**config.mk**
```make
export PLATFORM = sky130hd
export DESIGN_NAME = pclk_reg_top
export DESIGN_NICKNAME = d
export VERILOG_FILES = /design/src/rtl/pclk_pkg.sv /design/src/rtl/pclk_ctrl.sv /design/src/rtl/pclk_state.sv /design/src/rtl/pclk_tickgen.sv /design/src/rtl/pclk_reg_top.sv
export SDC_FILE = /design/constraint.sdc
export NUM_CORES = 1
export LEC_CHECK = 0
export ABC_AREA = 1
export BUFFER_PORTS_ARGS = -buffer_cell sky130_fd_sc_hd__buf_2
export CAP_MARGIN = 15
export CORE_MARGIN = 1
export CORE_UTILIZATION = 30
export CTS_CLUSTER_DIAMETER = 50
export DETAILED_ROUTE_END_ITERATION = 12
export PLACE_DENSITY = 0.65
export SYNTH_ARGS = -nofsm -noshare
export SYNTH_HDL_FRONTEND = slang
export SYNTH_SLANG_ARGS = --single-unit
export TNS_END_PERCENT = 20
```
**constraint.sdc**
```tcl
create_clock -name clk -period 1.5 [get_ports clk]
set_input_delay 0.3 -clock clk [delete_from_list [all_inputs] [get_ports clk]]
set_output_delay 0.3 -clock clk [all_outputs]
set_load 0.005 [all_outputs]
```
**src/rtl/pclk_pkg.sv**
```systemverilog
package pclk_pkg;
  localparam int ID_W      = 6;
  localparam int DIV_W     = 2;
  localparam int DATA_W    = 32;
  localparam int CNT_W     = 3;
  localparam int FIXED_IDS = 2;
  localparam int ID_LSB    = 0;
  localparam int CMD_BIT   = 12;
  localparam int DIV_LSB   = 16;
  localparam int EN_BIT    = 28;

  typedef struct packed {
    logic             commit;
    logic [ID_W-1:0]  id;
    logic             en;
    logic [DIV_W-1:0] div;
  } pclk_strobe_t;
endpackage

```
**src/rtl/pclk_ctrl.sv**
```systemverilog
module pclk_ctrl
  import pclk_pkg::*;
(
  input  logic              clk,
  input  logic              rstN,
  input  logic              regWrite,
  input  logic [DATA_W-1:0] regWdata,
  output logic [ID_W-1:0]   selId,
  output pclk_strobe_t      strb
);
  logic [ID_W-1:0] wrId;
  logic            wrCmd;
  logic            unusedWdata;

  assign wrId  = regWdata[ID_LSB +: ID_W];
  assign wrCmd = regWdata[CMD_BIT];
  assign unusedWdata = ^{regWdata[31:29], regWdata[27:18], regWdata[15:13], regWdata[11:6]};

  always_comb begin
    strb.commit = regWrite && wrCmd && (wrId >= ID_W'(FIXED_IDS));
    strb.id     = wrId;
    strb.en     = regWdata[EN_BIT];
    strb.div    = regWdata[DIV_LSB +: DIV_W];
  end

  always_ff @(posedge clk) begin
    if (!rstN)        selId <= '0;
    else if (regWrite) selId <= wrId;
  end

  // every write moves the selection to the written identifier
  p_sel_latch_r2: assert property (@(posedge clk) disable iff (!rstN)
    regWrite |=> selId == $past(regWdata[ID_LSB +: ID_W]));
endmodule

```
**src/rtl/pclk_state.sv**
```systemverilog
module pclk_state
  import pclk_pkg::*;
#(
  parameter int NUM_ID = 64
) (
  input  logic                    clk,
  input  logic                    rstN,
  input  pclk_strobe_t            strb,
  input  logic [ID_W-1:0]         selId,
  output logic [NUM_ID-1:0]       enVec,
  output logic [NUM_ID*DIV_W-1:0] divVec,
  output logic [DATA_W-1:0]       rdData
);
  logic [DIV_W-1:0] divArr [NUM_ID];

  for (genvar i = 0; i < NUM_ID; i++) begin : g_id
    if (i < FIXED_IDS) begin : g_fixed
      assign enVec[i]  = 1'b1;
      assign divArr[i] = '0;
    end else begin : g_ctl
      logic hit;
      assign hit = strb.commit && (strb.id == ID_W'(i));
      always_ff @(posedge clk) begin
        if (!rstN) begin
          enVec[i]  <= 1'b0;
          divArr[i] <= '0;
        end else if (hit) begin
          enVec[i] <= strb.en;
          if (strb.en) divArr[i] <= strb.div;
        end
      end
    end
    assign divVec[i*DIV_W +: DIV_W] = divArr[i];
  end

  always_comb begin
    rdData = '0;
    rdData[ID_LSB +: ID_W]   = selId;
    rdData[EN_BIT]           = enVec[selId];
    rdData[DIV_LSB +: DIV_W] = divArr[selId];
  end

  // no commit strobe leaves every enable and exponent untouched
  p_idle_hold_r2: assert property (@(posedge clk) disable iff (!rstN)
    !strb.commit |=> ($stable(enVec) && $stable(divVec)));
  // a committed enable lands in the addressed peripheral
  p_commit_en_r3: assert property (@(posedge clk) disable iff (!rstN)
    strb.commit |=> enVec[$past(strb.id)] == $past(strb.en));
  // a disable keeps the stored exponent
  p_disable_keeps_div_r5: assert property (@(posedge clk) disable iff (!rstN)
    (strb.commit && !strb.en) |=> $stable(divVec));
  // fixed identifiers read enabled at divide-by-1
  p_fixed_read_r6: assert property (@(posedge clk) disable iff (!rstN)
    (selId < ID_W'(FIXED_IDS)) |-> (rdData[EN_BIT] && rdData[DIV_LSB +: DIV_W] == '0));
endmodule

```
**src/rtl/pclk_tickgen.sv**
```systemverilog
module pclk_tickgen
  import pclk_pkg::*;
#(
  parameter int NUM_ID = 64
) (
  input  logic                    clk,
  input  logic                    rstN,
  input  logic [NUM_ID-1:0]       enVec,
  input  logic [NUM_ID*DIV_W-1:0] divVec,
  output logic [NUM_ID-1:0]       tick
);
  logic [CNT_W-1:0] phase;

  always_ff @(posedge clk) begin
    if (!rstN) phase <= '0;
    else       phase <= phase + 1'b1;
  end

  for (genvar i = 0; i < NUM_ID; i++) begin : g_tick
    logic [DIV_W-1:0] expo;
    logic [CNT_W-1:0] mask;
    assign expo = divVec[i*DIV_W +: DIV_W];
    assign mask = ~({CNT_W{1'b1}} << expo);
    assign tick[i] = enVec[i] && ((phase & mask) == mask);

    // with a non-zero exponent a pulse is never followed by another
    p_pulse_width_r8: assert property (@(posedge clk) disable iff (!rstN)
      (tick[i] && expo != '0) |=> (!tick[i] || expo != $past(expo)));
  end

  // the shared phase counter advances by one each cycle
  p_phase_step_r8: assert property (@(posedge clk) disable iff (!rstN)
    $past(rstN) |-> phase == $past(phase) + 1'b1);
endmodule

```
**src/rtl/pclk_reg_top.sv**
```systemverilog
module pclk_reg_top
  import pclk_pkg::*;
#(
  parameter int NUM_ID = 64
) (
  input  logic                    clk,
  input  logic                    rstN,
  input  logic                    regWrite,
  input  logic [DATA_W-1:0]       regWdata,
  output logic [DATA_W-1:0]       regRdata,
  output logic [NUM_ID-1:0]       periphEn,
  output logic [NUM_ID*DIV_W-1:0] periphDiv,
  output logic [NUM_ID-1:0]       periphTick
);
  pclk_strobe_t    strb;
  logic [ID_W-1:0] selId;

  pclk_ctrl u_ctrl (
    .clk(clk), .rstN(rstN), .regWrite(regWrite), .regWdata(regWdata),
    .selId(selId), .strb(strb)
  );

  pclk_state #(.NUM_ID(NUM_ID)) u_state (
    .clk(clk), .rstN(rstN), .strb(strb), .selId(selId),
    .enVec(periphEn), .divVec(periphDiv), .rdData(regRdata)
  );

  pclk_tickgen #(.NUM_ID(NUM_ID)) u_tick (
    .clk(clk), .rstN(rstN), .enVec(periphEn), .divVec(periphDiv),
    .tick(periphTick)
  );
endmodule

```
* Word-level counts from Yosys, hierarchy flattened *
Cells that the tools add are included.

word-level totals
  bits in registers = 195
  bits in latches = 0
  RAM bits = 0
  bits in read-only memories = 0
  input port bits = 35
  output and inout port bits = 288
  word-level logic and storage cells = 634
  memories = 0

cells by class
  $add $sub $neg = 1
  multiply operators = 0
  div/mod/pow operators = 0
  $lt $le $gt $ge = 3
  eq/ne operators = 124
  shift operators = 62
  multiplexer cells = 5
  bitwise operators = 125
  reduce and logical (&&, ||, !) cells = 188

operators with widths
  cell                                                                                 count
  6-bit equality test, second input constant                                           32
  3-bit bitwise AND                                                                    62
  3-bit equality test                                                                  62
  3-bit inverter                                                                       62
  3-bit by 2-bit left shift with 3-bit output, first input constant                    62
  1-bit logical AND                                                                    126
  2-bit AND reduction                                                                  62
  6-bit by 5-bit equality test with 1-bit output, second input constant                16
  6-bit by 4-bit equality test with 1-bit output, second input constant                8
  6-bit by 3-bit equality test with 1-bit output, second input constant                4
  2-bit binary-select mux with 6-bit select                                            1
  6-bit by 2-bit equality test with 1-bit output, second input constant                2
  7-bit greater-or-equal comparator, second input constant                             1
  6-bit by 7-bit less-than comparator with 1-bit output, second input constant         1
  6-bit inverter with 7-bit output                                                     1
  1-bit binary-select mux with 6-bit select                                            1
  6-bit by 2-bit greater-or-equal comparator with 1-bit output, second input constant  1
  2-bit two-way mux                                                                    2
  3-bit by 1-bit adder with 3-bit output, second input constant                        1
  1-bit two-way mux                                                                    1

* Longest topological paths before layout *
  depth after elaboration = 5
  mapped depth = 12
  mapped depth without buffers = 11

* Modules after synthesis *
Synthesis repeated with hierarchy kept, for this count alone.

second synthesis, totals
  cell total of the unflattened synthesis = 1768
  area, all modules = 10895.4 um^2

by module, submodules not included
  module        instances  cells each  area each (um^2)  seq. area each (um^2)
  pclk_state    1          1355        9019.9            3723.6
  pclk_tickgen  1          372         1580.3            60.1
  pclk_ctrl     1          41          295.3             120.1

* Worst setup path before layout *
Ideal clock, no wire load.

  kind = reg-to-output
  start point = register u_ctrl.selId[0]
  end point = output regRdata[28]
  data arrival time = 1.327 ns
  required time = 1.200 ns
  slack = -0.127 ns
  stages on the path, launching flop included = 11
  path buffers = 3
  cells stage by stage = dfxtp_1 buf_2 buf_2 buf_2 nand2_1 o211ai_1 nand3_1 nand3_1 nand3_1 nand3_1 nand2_1

between the ends
  longest elaborated chain between the ends = 2

ends and longest elaborated chain
  what                                       line                text
  from (decl)                                pclk_ctrl.sv:8      output logic [ID_W-1:0] selId,
  from (signal assigned)                     pclk_ctrl.sv:28     else if (regWrite) selId <= wrId;
  1-bit binary-select mux with 6-bit select  pclk_state.sv:39    rdData[EN_BIT] = enVec[selId];
  1-bit two-way mux (implied by the code)    pclk_state.sv:39
  to (decl)                                  pclk_reg_top.sv:10  output logic [DATA_W-1:0] regRdata,

Every way passes these cells. The select of a mux whose other input is x is not followed.

* Worst setup path after layout *
  start point = register u_ctrl.selId[0]
  end point = output regRdata[17]

between the ends
  longest elaborated chain between the ends = 4

ends and longest elaborated chain
  what                                                    line              text
  6-bit inverter with 7-bit output (implied by the code)  pclk_state.sv:40  rdData[DIV_LSB +: DIV_W] = divArr[selId];
  2-bit binary-select mux with 6-bit select               pclk_state.sv:40
  2-bit two-way mux (implied by the code) (2 in a row)    pclk_state.sv:40

Every way passes these cells. The select of a mux whose other input is x is not followed.

==> results.yml <==
setup_path:
  crit_fanout: 7
  critPathArrivalTime_ns: 2.07
  crit_path_end_kind: "primary output"
  worstSetupEndpoint: "regRdata[17]"
  path_cells: "buf_12 -> buf_12 -> buf_16 -> o21ai_2 -> nand2_1 -> nand3_1 -> nand3_2 -> nand2_1 -> nand2_1 -> nand2_2 -> buf_2"
  cp_common_cell: "nand2_1"
  cp.required_ns: 1.20
  reg2reg_depth: 5
  r2r_start: "u_tick.phase[0]"
  r2r_end: "u_tick.phase[2]"
  startpoint: "u_ctrl.selId[0]"
  critPathMaxStageDelay_ns: 0.41
  path_class: "reg -> out"
  r2r_slack_ns: 0.33
  slowest_stage: "dfxtp_4"
  start_kind: "register"
timing:
  fin_ws_ns: -0.867
  slew_violations: 0
  fin_crit_ns: 2.37
  hold_viol: 0
  setup-violations-final: 67
  holdWs_ns: 0.138
  rsz0062_at_grt: "yes"
  period_share: 1.58
  clock.fmax_mhz: 422
  finClkSkew_ns: 0.000433
min_path:
  hp-class: "in -> reg"
route:
  wl_per_cell_um: 18.8
  via_per_inst: 5.20
  first_iter_violations: 1323
  first_pass_iters: 6
  route.antenna.remaining_nets: 0
  via_count: 13700
  route.detailed.drc: 0
  finalWirelength_mm: 49.4
synthesis:
  synth_cell_types: 25
  ys_seq_area_frac: 0.373
  synth_top_area_frac: 0.373
  syn_inst: 1624
  synth_area_leaders: "dfxtp_1, nand2_1, a21oi_1"
  synth_area_leader_cell: "dfxtp_1"
  syn_area_mm2: 0.0105
  synth.yosys.warnings: 0
  postSynthAreaPerCell_um2: 6.44
  ys_ff_latch: 195
finish:
  layout-drive-gt1-share: 0.362
  fillers: 3327
  multi_input_area_mm2: 0.00577
  fin_area_mm2: 0.0164
  num-nets-final: 2203
  instances_no_fill: 2631
  area.sequential_mm2: 0.00393
  area_growth_pct: 57.3
  finish.utilization: 0.485
cts:
  postCtsHoldBufs: 0
  numCtsBuffers: 17
  h-tree-depth: 4
  cts.sinks: 195
  clk_latency_ns: 0.44
  clk_path_buf_depth: 2
  cts-root-buf: "clkbuf_16"
  path_clk_slew_ns: 0.08
  cts_tree: "done"
grt:
  grt_overflow: 0
  grt_use_total: 0.259
  antenna_found_initial: 4
  grt_pass1_wl_mm: 70.9
  grt_start_max_net_pins: 63
  grt_pass1_vias: 12300
placed_design:
  hpwl_mm: 35.6
  place_area_mm2: 0.0147
  dp.cells: 2571
  place.gp.congestion: 0.935
  port_buffers: 269
power_and_ir_drop:
  power_density_mw_per_mm2: 724
  peakVddDrop_v: 0.000936
  power_leakage_uw: 0.00744
  finalPower_uw: 11900
status:
  violations: "setup timing"
  outcome: "finished with violations"
floorplan:
  top_level_ports: 323
  core_mm2: 0.0339
  dieArea_mm2: 0.0356
  start_util: 0.309
  die_height_um: 189
  fp.dieW_um: 189
  row_count: 67
flow_run:
  max_cap_violations: 0
cells by family (layout without fill, tap and decap cells):
kind of cell               count (synthesis)  after routing  synth area share
and+or+nand+nor                          589            589             0.235
AOI/OAI and AO/OA                        522            522             0.262
buffers and inverters                    314            841             0.127
DFF                                      195            195             0.373
other                                      2             34          0.000718
adders and majority gates                  1              1           0.00120
xor gates and xnor gates                   1              1          0.000838
registers in the layout, indices dropped and copies added, names as in the netlist:
signal          count
u_tick.phase        3
u_state.divVec    124
u_ctrl.selId        6
u_state.enVec      62
stage by stage:
step                      setup WS, ns  TNS (ns)
after floorplan               0.000957         0
final                           -0.867    -30.39
after detailed placement        -0.441    -14.49
after global placement          -0.455    -11.70
after global routing            -0.938    -34.49
after CTS                       -0.834    -34.58
critical path, delay by kind of cell (launching register included):
family / cells / cell delay (ns)
simple gates: 6 / 0.49
buf+inv: 4 / 0.51
flops: 1 / 0.41
compound gates: 1 / 0.19
how the worst min path moves through the flow:
stage,from,end,slack (ns),cells past startpoint
6_report,regWdata[3],u_ctrl.selId[3],0.14,3
3_3_place_gp,u_state.divVec[101],u_state.divVec[101],0.45,2
5_1_grt,regWdata[3],u_ctrl.selId[3],0.15,3
4_1_cts,regWdata[3],u_ctrl.selId[3],0.14,3
3_5_place_dp,u_state.divVec[53],u_state.divVec[53],0.46,2
2_1_floorplan,regWdata[2],u_ctrl.selId[2],0.44,2
routing by layer:
| metal | track usage | vias to the layer above | wire [um] |
|---|---|---|---|
| li1 | - | 6437 | - |
| met1 | 0.337 | 6370 | 20400 |
| met2 | 0.408 | 734 | 22100 |
| met3 | 0.0527 | 137 | 4780 |
| met4 | 0.123 | 2 | 2100 |
| met5 | 0 | - | 13 |
power by group:
part,internal [uW],total (uW),switching [uW]
Sequential,5200,5240,40.5
Combinational,716,1840,1120
Clock,2530,4820,2290
Total,8450,11900,3450
Yosys cell counts, drive strengths merged:
cell type	count
conb	2
clkbuf	70
a221oi	25
nand4	8
o21ai	237
a211oi	6
xnor2	1
clkinv	3
a21oi	250
nand3	144
buf	67
nor3	1
ha	1
o21bai	1
nor2	54
dfxtp	195
o31ai	1
inv	174
nand2	382
o211ai	2
layout by cell type (no fill, tap or decap), types with 3 or more instances in the layout:
cell type,n
buf_6,13
dfxtp_1,187
buf_8,4
buf_12,39
a211oi_1,5
o21ai_0,190
buf_2,262
dfxtp_2,3
clkbuf_16,25
o21ai_2,22
clkinv_2,4
nor2_2,16
nand3_2,9
o21ai_1,20
nand4_1,8
buf_4,301
nand2_2,9
conb_1,31
diode_2,3
inv_6,6
inv_2,16
inv_1,156
clkinv_4,3
nor2_1,36
o21ai_4,5
nand2_1,370
a21oi_2,11
a221oi_4,3
a221oi_1,9
nand3_1,135
a221oi_2,13
dfxtp_4,5
a21oi_1,238
nand2_4,3
buf_16,5
repair_timing:
action                     CTS  global route
buffers inserted             8             7
pin swaps                   13            43
resized for setup          104            95
setup endpoints to repair   69            70
cloned                       8             8
area by class of cell:
class / instances / area share
Tap cell: 448 / 0.0341
Clock inverter: 14 / 0.00921
Inverter: 177 / 0.0420
Clock buffer: 18 / 0.0267
Sequential cell: 195 / 0.239
Multi-Input combinational cell: 1144 / 0.351
Antenna cell: 3 / 0.000457
Timing Repair Buffer: 632 / 0.298
(Power assumes the default switching activity.)
